File: config.mk
export PLATFORM = sky130hd
export DESIGN_NAME = fan_mode_seq
export DESIGN_NICKNAME = d
export VERILOG_FILES = /design/src/rtl/fan_seq_pkg.sv /design/src/rtl/fan_lvl_cmp.sv /design/src/rtl/fan_stop_sync.sv /design/src/rtl/fan_kick_cnt.sv /design/src/rtl/fan_mode_seq.sv
export SDC_FILE = /design/constraint.sdc
export NUM_CORES = 1
export LEC_CHECK = 0
export ABC_AREA = 0
export ABC_CLOCK_PERIOD_IN_PS = 5420
export CAP_MARGIN = 20
export CORE_MARGIN = 2
export CORE_UTILIZATION = 54
export DETAILED_ROUTE_END_ITERATION = 8
export PLACE_DENSITY_LB_ADDON = 0.2
export SYNTH_ARGS = -nofsm -noshare
export SYNTH_HDL_FRONTEND = slang
export SYNTH_SLANG_ARGS = --single-unit
File: constraint.sdc
create_clock -name clk -period 5.42 [get_ports clk]
set_clock_uncertainty 0.15 [all_clocks]
set_input_delay 0.813 -clock clk [delete_from_list [all_inputs] [get_ports clk]]
set_output_delay 0.813 -clock clk [all_outputs]
set_load 0.005 [all_outputs]
File: src/rtl/fan_seq_pkg.sv
package fan_seq_pkg;
  typedef enum logic [1:0] {
    MODE_OFF   = 2'd0,
    MODE_KICK  = 2'd1,
    MODE_RUN   = 2'd2,
    MODE_SLEEP = 2'd3
  } fan_mode_e;
endpackage

File: src/rtl/fan_lvl_cmp.sv
module fan_lvl_cmp #(
  parameter int LVL_W   = 8,
  parameter int STOP_LO = 12,
  parameter int START_HI = 20,
  parameter int HOT_LVL = 196,
  parameter int HYST    = 28
) (
  input  logic [LVL_W-1:0] ctl1_lvl,
  input  logic [LVL_W-1:0] ctl2_lvl,
  input  logic [LVL_W-1:0] slp_lvl,
  output logic             stop_now,
  output logic             start_ok,
  output logic             hot,
  output logic             sleep_req,
  output logic             wake_req
);
  localparam logic [LVL_W-1:0] STOP_C  = LVL_W'(STOP_LO);
  localparam logic [LVL_W-1:0] START_C = LVL_W'(START_HI);
  localparam logic [LVL_W-1:0] HOT_C   = LVL_W'(HOT_LVL);
  localparam logic [LVL_W:0]   HYST_C  = (LVL_W+1)'(HYST);

  logic [LVL_W:0] wake_lvl;

  always_comb begin
    wake_lvl  = {1'b0, slp_lvl} + HYST_C;
    stop_now  = ctl1_lvl < STOP_C;
    start_ok  = ctl1_lvl > START_C;
    hot       = ctl1_lvl > HOT_C;
    sleep_req = (slp_lvl != '0) && (ctl1_lvl < slp_lvl) && (ctl2_lvl < slp_lvl);
    wake_req  = ({1'b0, ctl1_lvl} > wake_lvl) || ({1'b0, ctl2_lvl} > wake_lvl);
  end
endmodule

File: src/rtl/fan_stop_sync.sv
module fan_stop_sync #(
  parameter int STAGES = 2
) (
  input  logic clk,
  input  logic rst_n,
  input  logic d,
  output logic q
);
  logic [STAGES-1:0] chain;

  generate
    for (genvar i = 0; i < STAGES; i++) begin : g_stage
      if (i == 0) begin : g_first
        always_ff @(posedge clk or negedge rst_n)
          if (!rst_n) chain[0] <= 1'b0;
          else        chain[0] <= d;
      end else begin : g_next
        always_ff @(posedge clk or negedge rst_n)
          if (!rst_n) chain[i] <= 1'b0;
          else        chain[i] <= chain[i-1];
      end
    end
  endgenerate

  assign q = chain[STAGES-1];
endmodule

File: src/rtl/fan_kick_cnt.sv
module fan_kick_cnt #(
  parameter int KICK_PERIODS = 64
) (
  input  logic clk,
  input  logic rst_n,
  input  logic clr,
  input  logic tick,
  output logic done
);
  localparam int CW = (KICK_PERIODS > 1) ? $clog2(KICK_PERIODS) : 1;
  localparam logic [CW-1:0] LAST = CW'(KICK_PERIODS - 1);

  logic [CW-1:0] cnt;

  always_ff @(posedge clk or negedge rst_n)
    if (!rst_n)    cnt <= '0;
    else if (clr)  cnt <= '0;
    else if (tick) cnt <= cnt + 1'b1;

  assign done = tick && !clr && (cnt == LAST);
endmodule

File: src/rtl/fan_mode_seq.sv
module fan_mode_seq #(
  parameter int LVL_W        = 8,
  parameter int STOP_LO      = 12,
  parameter int START_HI     = 20,
  parameter int HOT_LVL      = 196,
  parameter int HYST         = 28,
  parameter int KICK_PERIODS = 64,
  parameter int SYNC_STAGES  = 2
) (
  input  logic             clk,
  input  logic             rst_n,
  input  logic [LVL_W-1:0] ctl1_lvl,
  input  logic [LVL_W-1:0] ctl2_lvl,
  input  logic [LVL_W-1:0] slp_lvl,
  input  logic             period_start,
  output logic             pwm_en,
  output logic             force_high,
  output logic             hot_n,
  output logic             out_float
);
  import fan_seq_pkg::*;

  logic stop_now, start_ok, hot, sleep_req, wake_req;
  logic stop_s, kick_done;
  fan_mode_e mode_q, mode_d;

  fan_lvl_cmp #(
    .LVL_W(LVL_W), .STOP_LO(STOP_LO), .START_HI(START_HI),
    .HOT_LVL(HOT_LVL), .HYST(HYST)
  ) u_cmp (
    .ctl1_lvl (ctl1_lvl),
    .ctl2_lvl (ctl2_lvl),
    .slp_lvl  (slp_lvl),
    .stop_now (stop_now),
    .start_ok (start_ok),
    .hot      (hot),
    .sleep_req(sleep_req),
    .wake_req (wake_req)
  );

  fan_stop_sync #(.STAGES(SYNC_STAGES)) u_sync (
    .clk  (clk),
    .rst_n(rst_n),
    .d    (stop_now),
    .q    (stop_s)
  );

  fan_kick_cnt #(.KICK_PERIODS(KICK_PERIODS)) u_kick (
    .clk  (clk),
    .rst_n(rst_n),
    .clr  (mode_q != MODE_KICK),
    .tick (period_start),
    .done (kick_done)
  );

  always_comb begin
    mode_d = mode_q;
    if (stop_s) begin
      mode_d = MODE_OFF;
    end else begin
      unique case (mode_q)
        MODE_OFF:   if (start_ok)  mode_d = MODE_KICK;
        MODE_KICK:  if (kick_done) mode_d = MODE_RUN;
        MODE_RUN:   if (sleep_req) mode_d = MODE_SLEEP;
        MODE_SLEEP: if (wake_req)  mode_d = MODE_KICK;
        default:    mode_d = MODE_OFF;
      endcase
    end
  end

  always_ff @(posedge clk or negedge rst_n)
    if (!rst_n) mode_q <= MODE_OFF;
    else        mode_q <= mode_d;

  // Output gating uses the raw stop compare so the drive drops without a clock.
  always_comb begin
    pwm_en     = (mode_q == MODE_RUN)   && !stop_now;
    force_high = (mode_q == MODE_KICK)  && !stop_now;
    out_float  = (mode_q == MODE_SLEEP) && !stop_now;
    hot_n      = !(hot && !stop_now &&
                   ((mode_q == MODE_KICK) || (mode_q == MODE_RUN)));
  end
endmodule

==> run_results.csv, run 1 <==
group,metric,value,unit
global_routing,grt_start_max_net_pins,11,
cts,tritoncts_clock_tree,"done",
timing,fmax,249.5,MHz
min_path,worstHoldStart,"u_sync.chain[0]",
floorplanning,ioPinCount,31,
synth,synthesized_nets,210,
critical_path,reg2regPathDepth,7,
synth,postSynthRegisterBits,10,
final_layout,final_layout_size_suffix_gt1_frac,0.05376,
critical_path,worst-path-stages,12,
critical_path,crit-reg2reg-launch,"u_kick.cnt[0]",
critical_path,start_kind,"input pin",
detailed_routing,dr.first_iter.drc_count,10,
floorplanning,floorplan.initialDensity,0.5571,
synth,postSynthAreaPerCell,8.915,µm²
floorplanning,core,2432,µm²
synth,post_synthesis_cell_area,1355,µm²
timing,finalSetupTns,0,ps
detailed_routing,total_via_count_after_detailed_routing,1243,
final_layout,final_cells,216,
synth,synth.lib_cells_used.distinct,42,
power,total_leakage_power,0.8160,nW
global_routing,all_layer_gr_usage,0.2424,
run,drv.max_cap_violation_count,0,
final_layout,syn2layout_area_growth,27.61,%
cts,cts.sink_count,10,
global_routing,grt_overflow,0,
timing,finalCriticalPeriod,4008,ps
critical_path,worstSetupPathType,"input pin to register",
placement,dp_cells,212,
floorplanning,fp.dieArea,2926,µm²
synth,synthArstFlopShare,1.000,
detailed_routing,vias_per_cell,5.755,
timing,rsz_0062_raised_after_global_routing,"no",
floorplanning,floorplan.rows,18,
cts,ctsRootBufferMaster,"clkbuf_4",
placement,port-buffer-count,30,
critical_path,path_delay_family,"compound AO/OA/AOI/OAI gates",
critical_path,cpMaxStageDelayCell,"clkdlybuf4s50_1",
placement,preCtsSetupSlack,1182,ps
critical_path,worstReg2RegEnd,"mode_q[0]",
timing,layout_setup_ws,1412,ps
synth,yosys.area.top_type,"ha_1",
cts,postCtsSetupBuffers,0,
placement,detailed_place_hpwl,2707,µm
critical_path,required_time_of_the_critical_path,5440,ps
cts,max-clock-path-buffers,2,
cts,cts_htree_levels,1,
synth,synthesis.yosys.warnings,0,
timing,report.final.hold_viol_count,0,
detailed_routing,post_drt_wl_per_cell,14.57,µm
cts,post_cts_resize_count,0,
timing,final_max_slew_viol_count,0,
critical_path,critical-path-max-stage-delay,610,ps
detailed_routing,drcViolationCount,0,
power,design_power_total,0.0004172,W
final_layout,antenna_cells,0,
synth,seq_area_frac_synth,0.1847,
synth,post-synth-top-area-fraction,0.2862,
timing,fin_worst_hold_slack,193.2,ps
critical_path,critical_path_buf_inv_count,2,
critical_path,worstPathCellList,"clkdlybuf4s50_1 -> inv_1 -> ha_1 -> xnor2_1 -> ha_1 -> and3b_1 -> o21a_1 -> a2111oi_1 -> nor4_1 -> a211oi_2 -> o22ai_2 -> mux2_4",
min_path,hold_depth,0,
detailed_routing,first_pass_iters,4,
detailed_routing,wirelength_routed,3147,µm
critical_path,critical_path.most_common_cell,"ha_1",
final_layout,layout.nets,245,
synth,synth_common_cells,"ha_1, inv_1, nand2_1, dfrtp_1",
critical_path,setup.worst_path.end_class,"register",
cts,path_clk_slew,80,ps
synth,synth.area.top_cells,"ha_1, dfrtp_1, xnor2_1",
synth,postSynth.topFlopCell,"dfrtp_1",
global_routing,grt_first_pass_wirelength,5140,µm
global_routing,grt_antenna_before_repair,0,
timing,rel_slew_slack,0.6339,
status,run_status,"finished, final reports clean",
detailed_routing,postRouteAntennaNets,0,
power,ir_worst_vdd,231.2,µV
synth,yosysMostFrequentCell,"ha_1",
synth,number_of_enable_flip_flop_cells_after_synthesis,0,
floorplanning,die_width,54.10,µm
timing,setup-violations-final,0,
timing,worst_slew_pin_slew,547.8,ps
critical_path,crit_fanout,5,
min_path,type_of_the_tightest_min_delay_check,"register to register",
synth,synthCells,152,
cts,cts_inserted_buffers,3,
min_path,min_to,"u_sync.q",
cts,hold_buffers,0,
placement,routabilityCongestion,0.8295,
floorplanning,floorplan.die.height,54.10,µm
global_routing,first_global_vias,1249,
cts,clk-insertion-delay-late,280,ps
critical_path,critPathArrivalTime,4030,ps
timing,finalCritPeriodShare,0.7395,
critical_path,setup.reg_to_reg.worst_slack,3310,ps
power,power.density_cell_area,241.2,nW/µm²
[layer usage]
layer	global-route usage	vias up	wire (µm)	share of wire
met1	0.3187	574	1509	0.48
met5	0	-	0	0
met3	0.05000	4	148	0.047
li1	-	629	-	-
met4	0.06250	0	27	0.0086
met2	0.4024	36	1462	0.46
[cell usage in the layout (no fill, tap or decap), types with 3 or more instances in the layout]
cell / count
ha_1: 31
xnor2_1: 6
nand3_1: 4
inv_1: 13
nand2b_1: 3
nand2_1: 11
clkbuf_4: 3
nor2_1: 8
and2_1: 7
o21ai_0: 8
nor2b_1: 4
clkdlybuf4s50_1: 30
nand4_1: 6
dfrtp_1: 10
[cell type report]
type                    count  area, µm²
flip-flops and latches     10      250.2
clock buffers               4      36.28
multi-input cells         129       1056
well taps                  30      37.54
fillers                   193      703.2
inverters                  13      48.80
repair buffers             30      300.3
[power breakdown]
group	internal (W)	switching (W)
registers	0.0000883	0.0000133
clock network	0.0000409	0.0000294
logic	0.000130	0.000115
[logic make-up after synthesis]
kind of cell,Yosys count,synth area share
adders and majority gates,31,0.2862
buffers and inverters,13,0.03601
xor gates and xnor gates,8,0.05725
and+or+nand+nor,57,0.2336
muxes,3,0.02585
AOI/OAI and AO/OA,30,0.1764
DFF,10,0.1847
[registers in the layout (all words and copies together), names as in the netlist]
| register | flops |
|---|---|
| mode_q | 2 |
| u_kick.cnt | 6 |
| u_sync.chain | 1 |
| u_sync.q | 1 |
[how the worst max path moves through the flow]
| stage | from | to | slack (ps) |
|---|---|---|---|
| finish | slp_lvl[2] | mode_q[0] | 1410 |
| global route | slp_lvl[2] | mode_q[0] | 1300 |
| CTS | slp_lvl[2] | mode_q[0] | 1440 |
| detailed placement | slp_lvl[2] | mode_q[0] | 1180 |
| global placement | slp_lvl[2] | mode_q[0] | 1320 |
| floorplan | slp_lvl[2] | mode_q[0] | 2170 |
[stage by stage]
step / cell area, µm² / utilization
detailed placement: 1693 / 0.6960
global placement: 1693 / 0.6960
finish: 1729 / 0.7109
global route: 1729 / 0.7109
CTS: 1729 / 0.7109
floorplan: 1355 / -
Note: power is estimated with default switching activity, not from simulation.
==> run 2: changes to the inputs <==
--- a/config.mk
+++ b/config.mk
@@ -6,10 +6,10 @@
 export NUM_CORES = 1
 export LEC_CHECK = 0
 export ABC_AREA = 0
-export ABC_CLOCK_PERIOD_IN_PS = 5420
+export ABC_CLOCK_PERIOD_IN_PS = 3600
 export CAP_MARGIN = 20
 export CORE_MARGIN = 2
-export CORE_UTILIZATION = 54
+export CORE_UTILIZATION = 46
 export DETAILED_ROUTE_END_ITERATION = 8
 export PLACE_DENSITY_LB_ADDON = 0.2
 export SYNTH_ARGS = -nofsm -noshare
==> constraint.sdc (replaced) <==
create_clock -name clk -period 3.6 [get_ports clk]
set_clock_uncertainty 0.15 [all_clocks]
set_input_delay 0.54 -clock clk [delete_from_list [all_inputs] [get_ports clk]]
set_output_delay 0.54 -clock clk [all_outputs]
set_load 0.005 [all_outputs]
==> run 2 against run 1 <==
Effect of this change:
- cell area rose by 3.5%
- count of clock-buffer cells in the layout down 1
- utilization is 6.8 points lower
- critical path depth up 1
- wire length is 2.6% higher
- largest cell class unchanged
==> run_results.csv, run 2 (synthesized netlist as in run 1, its figures left out) <==
group,metric,value,unit
status,run_status,"finished, final reports clean",
floorplanning,floorplan.rows,19,
detailed_routing,met1Wirelength,1533,µm
final_layout,largest-register,"u_kick.cnt",
placement,preCtsSetupSlack,-50.67,ps
detailed_routing,wirelength_routed,3228,µm
floorplanning,floorplan.initialDensity,0.4872,
cts,ctsRootBufferMaster,"clkbuf_4",
timing,fin_worst_hold_slack,201.3,ps
cts,path_clk_slew,60,ps
global_routing,grt_antenna_before_repair,0,
global_routing,grt_overflow,0,
timing,finalCriticalPeriod,3386,ps
detailed_routing,first_pass_iters,4,
final_layout,highest_count_cells_in_the_layout_ignoring_fill_and_taps,"ha_1, clkdlybuf4s50_1, inv_1, nand2_1, dfrtp_1",
final_layout,final_cells,225,
power,ir_worst_vdd,365.8,µV
final_layout,layout_commonest_cell,"ha_1",
power,net-switching-power,0.0002294,W
power,design_power_total,0.0006168,W
final_layout,largest_register_ffs,6,
cts,hold_buffers,0,
floorplanning,ioPinCount,31,
run,drv.max_cap_violation_count,0,
critical_path,critPathArrivalTime,3380,ps
critical_path,crit_fanout,4,
detailed_routing,amount_of_wire_on_met3_after_detailed_routing,130,µm
detailed_routing,wl_met2,1555,µm
power,sequentialPowerShare,0.244,
timing,final_max_slew_viol_count,0,
timing,report.final.hold_viol_count,0,
cts,cts.sink_count,10,
placement,detailed_place_hpwl,2802,µm
critical_path,setup.worst_path.end_class,"register",
power,power.density_cell_area,344.7,nW/µm²
floorplanning,die_width,58.28,µm
placement,dp_cells,222,
power,p_int,0.0003874,W
timing,worst_slew_pin_slew,427.5,ps
cts,max-clock-path-buffers,2,
critical_path,worstSetupPathType,"input pin to register",
timing,rel_slew_slack,0.7120,
detailed_routing,post_drt_wl_per_cell,14.35,µm
detailed_routing,total_via_count_after_detailed_routing,1266,
final_layout,final_layout_size_suffix_gt1_frac,0.09794,
timing,layout_setup_ws,213.9,ps
power,total_leakage_power,0.8534,nW
critical_path,required_time_of_the_critical_path,3600,ps
timing,setup-violations-final,0,
min_path,hold_depth,0,
final_layout,layout.nets,254,
cts,tritoncts_clock_tree,"done",
critical_path,worstReg2RegEnd,"mode_q[0]",
floorplanning,core,2781,µm²
power,power.share.switching,0.3719,
critical_path,crit-reg2reg-launch,"u_kick.cnt[0]",
critical_path,setup.reg_to_reg.worst_slack,1500,ps
timing,finalCritPeriodShare,0.9406,
power,power.clock.fraction,0.119,
cts,clk-insertion-delay-late,260,ps
floorplanning,fp.dieArea,3396,µm²
timing,finalSetupTns,0,ps
timing,rsz_0062_raised_after_global_routing,"no",
detailed_routing,postRouteAntennaNets,0,
min_path,min_to,"u_sync.q",
placement,routabilityCongestion,0.8697,
min_path,worstHoldStart,"u_sync.chain[0]",
critical_path,reg2regPathDepth,7,
cts,cts_inserted_buffers,3,
cts,cts_htree_levels,1,
critical_path,start_kind,"input pin",
timing,fmax,295.3,MHz
detailed_routing,vias_per_cell,5.627,
final_layout,biggestRegsByFlops,"u_kick.cnt x6, mode_q x2",
floorplanning,floorplan.die.height,58.28,µm
placement,port-buffer-count,30,
final_layout,antenna_cells,0,
detailed_routing,dr.first_iter.drc_count,38,
min_path,type_of_the_tightest_min_delay_check,"register to register",
global_routing,all_layer_gr_usage,0.1982,
global_routing,grt_start_max_net_pins,11,
global_routing,grt_first_pass_wirelength,5244,µm
detailed_routing,highest-signal-layer,"met4",
detailed_routing,drcViolationCount,0,
final_layout,syn2layout_area_growth,32.04,%
global_routing,first_global_vias,1233,
power,combinationalPowerShare,0.637,
-- run 2: how the worst max path moves through the flow --
stage / start / end
2_1_floorplan: slp_lvl[2] / mode_q[0]
3_3_place_gp: slp_lvl[2] / mode_q[0]
3_5_place_dp: slp_lvl[2] / mode_q[0]
4_1_cts: slp_lvl[2] / mode_q[0]
5_1_grt: slp_lvl[2] / mode_q[0]
6_report: slp_lvl[2] / mode_q[0]
-- run 2: layout make-up --
class / instances / area, µm²
Clock buffer: 3 / 22.52
Inverter: 13 / 48.80
Multi-Input combinational cell: 129 / 1061
Fill cell: 245 / 992.2
Tap cell: 31 / 38.79
Timing Repair Buffer: 39 / 367.9
Sequential cell: 10 / 250.2
-- run 2: metrics by stage --
| step | util | area (µm²) |
|---|---|---|
| 2_1_floorplan | - | 1355 |
| 3_3_place_gp | 0.6334 | 1762 |
| 3_5_place_dp | 0.6334 | 1762 |
| 4_1_cts | 0.6415 | 1784 |
| 5_1_grt | 0.6433 | 1789 |
| 6_report | 0.6433 | 1789 |
-- run 2: power by group through the flow --
stage | Sequential, W | Clock [W] | Combinational, W
global route | 0.000153 | 0.0000855 | 0.000433
detailed placement | 0.000153 | 0 | 0.000392
global placement | 0.000151 | 0 | 0.000378
floorplan | 0.000149 | 0 | 0.000232
finish | 0.000151 | 0.0000732 | 0.000393
CTS | 0.000151 | 0.0000769 | 0.000394
-- run 2: per-layer routing --
layer | vias to the layer above | global-route usage
met5 | - | 0
met4 | 0 | 0.04319
met3 | 3 | 0.02679
met2 | 33 | 0.3483
met1 | 578 | 0.2562
li1 | 652 | -
-- run 2: timing repair --
action / in CTS / in global routing
resized for setup: 0 / 1
endpoints found under the setup margin: 0 / 1
setup buffers: 0 / 0
-- run 2: worst max-delay path, cell delays in order --
cell	delay, ps
clkdlybuf4s50_1	490
inv_1	90
ha_1	240
xnor2_1	210
ha_1	300
and3b_1	210
o21a_1	120
a2111oi_2	320
buf_4	160
nor4_1	50
a211oi_2	230
o22ai_2	110
mux2_4	310
==> run 3: changes to the inputs <==
--- a/config.mk
+++ b/config.mk
@@ -6,7 +6,7 @@
 export NUM_CORES = 1
 export LEC_CHECK = 0
 export ABC_AREA = 0
-export ABC_CLOCK_PERIOD_IN_PS = 3600
+export ABC_CLOCK_PERIOD_IN_PS = 3000
 export CAP_MARGIN = 20
 export CORE_MARGIN = 2
 export CORE_UTILIZATION = 46
==> constraint.sdc (replaced) <==
create_clock -name clk -period 3 [get_ports clk]
set_clock_uncertainty 0.15 [all_clocks]
set_input_delay 0.45 -clock clk [delete_from_list [all_inputs] [get_ports clk]]
set_output_delay 0.45 -clock clk [all_outputs]
set_load 0.005 [all_outputs]
==> run 3 against run 2 <==
Effect of this change:
- first-iteration DRC count up 7.9%
- cell area up 11%
- non-clock buffer count up 13
- die area unchanged
- register-to-register slack worse by 570 ps
- sequential cell count unchanged
- count of clock-buffer cells in the layout up 1
- clock power up 65%
- largest cell class unchanged
- final cell count up 6.2%
==> run_results.csv, run 3 (synthesized netlist as in run 1, its figures left out) <==
group,metric,value,unit
detailed_routing,total_via_count_after_detailed_routing,1335,
run,drv.max_cap_violation_count,0,
cts,clk-insertion-delay-late,270,ps
power,total_leakage_power,0.9358,nW
floorplanning,die_width,58.28,µm
detailed_routing,post_drt_wl_per_cell,14.27,µm
cts,path_clk_slew,60,ps
power,ir_worst_vdd,442.0,µV
global_routing,grt_start_max_net_pins,11,
cts,cts_htree_levels,1,
floorplanning,fp.dieArea,3396,µm²
min_path,hold_depth,0,
critical_path,reg2regPathDepth,8,
final_layout,antenna_cells,0,
power,power.density_cell_area,408.8,nW/µm²
detailed_routing,first_pass_iters,4,
final_layout,largest-register,"u_kick.cnt",
final_layout,post-route-util,0.7153,
floorplanning,core,2781,µm²
critical_path,worstSetupPathType,"input pin to register",
global_routing,grt_overflow,0,
global_routing,first_global_vias,1335,
timing,setup-violations-final,0,
placement,dp_cells,234,
floorplanning,ioPinCount,31,
min_path,type_of_the_tightest_min_delay_check,"register to register",
global_routing,grt_antenna_before_repair,0,
critical_path,setup.worst_path.end_class,"register",
timing,finalCritPeriodShare,0.9571,
detailed_routing,postRouteAntennaNets,0,
placement,detailed_place_hpwl,2832,µm
placement,routabilityCongestion,0.8630,
timing,worst_slew_pin_slew,538.9,ps
critical_path,start_kind,"input pin",
timing,final_max_slew_viol_count,0,
cts,max-clock-path-buffers,2,
timing,rsz_0062_raised_after_global_routing,"no",
final_layout,highest_count_cells_in_the_layout_ignoring_fill_and_taps,"ha_1, clkdlybuf4s50_1, buf_4, inv_1, nand2_1",
floorplanning,floorplan.rows,19,
detailed_routing,drcViolationCount,0,
placement,port-buffer-count,30,
detailed_routing,dr.first_iter.drc_count,41,
critical_path,critPathArrivalTime,2870,ps
final_layout,final_layout_size_suffix_gt1_frac,0.2212,
detailed_routing,wirelength_routed,3411,µm
final_layout,multi_input_area,1152,µm²
global_routing,all_layer_gr_usage,0.2127,
final_layout,final_cells,239,
final_layout,biggestRegsByFlops,"u_kick.cnt x6, mode_q x2",
cts,hold_buffers,0,
floorplanning,floorplan.initialDensity,0.4872,
timing,rel_slew_slack,0.6382,
cts,cts.sink_count,10,
detailed_routing,vias_per_cell,5.586,
cts,ctsRootBufferMaster,"clkbuf_4",
critical_path,required_time_of_the_critical_path,3000,ps
critical_path,crit_fanout,5,
final_layout,largest_register_ffs,6,
final_layout,ff_latch_area,250.2,µm²
global_routing,grt_first_pass_wirelength,5678,µm
timing,finalCriticalPeriod,2871,ps
floorplanning,floorplan.die.height,58.28,µm
cts,cts_inserted_buffers,3,
cts,tritoncts_clock_tree,"done",
timing,fmax,348.3,MHz
timing,report.final.hold_viol_count,0,
status,run_status,"finished, final reports clean",
final_layout,layout.nets,267,
final_layout,syn2layout_area_growth,46.81,%
final_layout,fillers,233,
-- run 3: cell type report --
| class | count | area share |
|---|---|---|
| Clock buffer | 4 | 0.01824 |
| Tap cell | 31 | 0.01950 |
| Inverter | 13 | 0.02453 |
| Timing Repair Buffer | 52 | 0.2327 |
| Sequential cell | 10 | 0.1258 |
| Multi-Input combinational cell | 129 | 0.5792 |
-- run 3: final timing paths --
kind	from	to	slack [ps]
worst min-delay path	u_sync.chain[0]	u_sync.q	200
worst min register to register	u_sync.chain[0]	u_sync.q	200
max in group asynchronous	rst_n	mode_q[0]	2040
min in group asynchronous	rst_n	u_kick.cnt[5]	340
worst max register to register	mode_q[0]	mode_q[0]	930
worst max-delay path	slp_lvl[4]	mode_q[0]	130
-- run 3: repair_timing --
action | CTS | global route
hold endpoints to repair | 0 | 0
resized for setup | 18 | 1
pin swaps | 8 | 1
setup buffers | 1 | 0
setup endpoints to repair | 2 | 2
-- run 3: metrics by stage --
stage	TNS, ps	setup WS, ps	hold WS, ps	power (W)	cell area [µm²]
floorplan	0	113.3	4.409	0.0004576	1355
global placement	-939.3	-495.5	187.7	0.0006472	1852
detailed placement	-1163	-607.0	191.3	0.0006637	1852
CTS	0	106.2	205.8	0.0008167	1984
global route	0	9.196	229.4	0.0008794	1989
finish	0	128.8	203.4	0.0008133	1989
-- run 3: routing by layer --
metal | GRT usage | vias to the layer above | wire (µm)
li1 | - | 676 | -
met1 | 0.2747 | 618 | 1600
met2 | 0.3644 | 31 | 1595
met3 | 0.03125 | 10 | 128
met4 | 0.06312 | 0 | 87
met5 | 0 | - | 0
-- run 3: where the power goes --
part	internal [W]	switching (W)	leakage [nW]
Combinational	0.000285	0.000226	0.781
Clock	0.0000737	0.0000474	0.0210
Sequential	0.000160	0.0000218	0.133
Total	0.000518	0.000295	0.936
-- run 3: critical path, cell delays in order --
cell	delay [ps]
clkdlybuf4s50_1	470
buf_4	190
nor3_2	180
xnor2_1	180
ha_1	280
nand4_1	70
o21ai_0	140
nor4_2	340
a211oi_2	70
o22ai_2	190
mux2_4	310
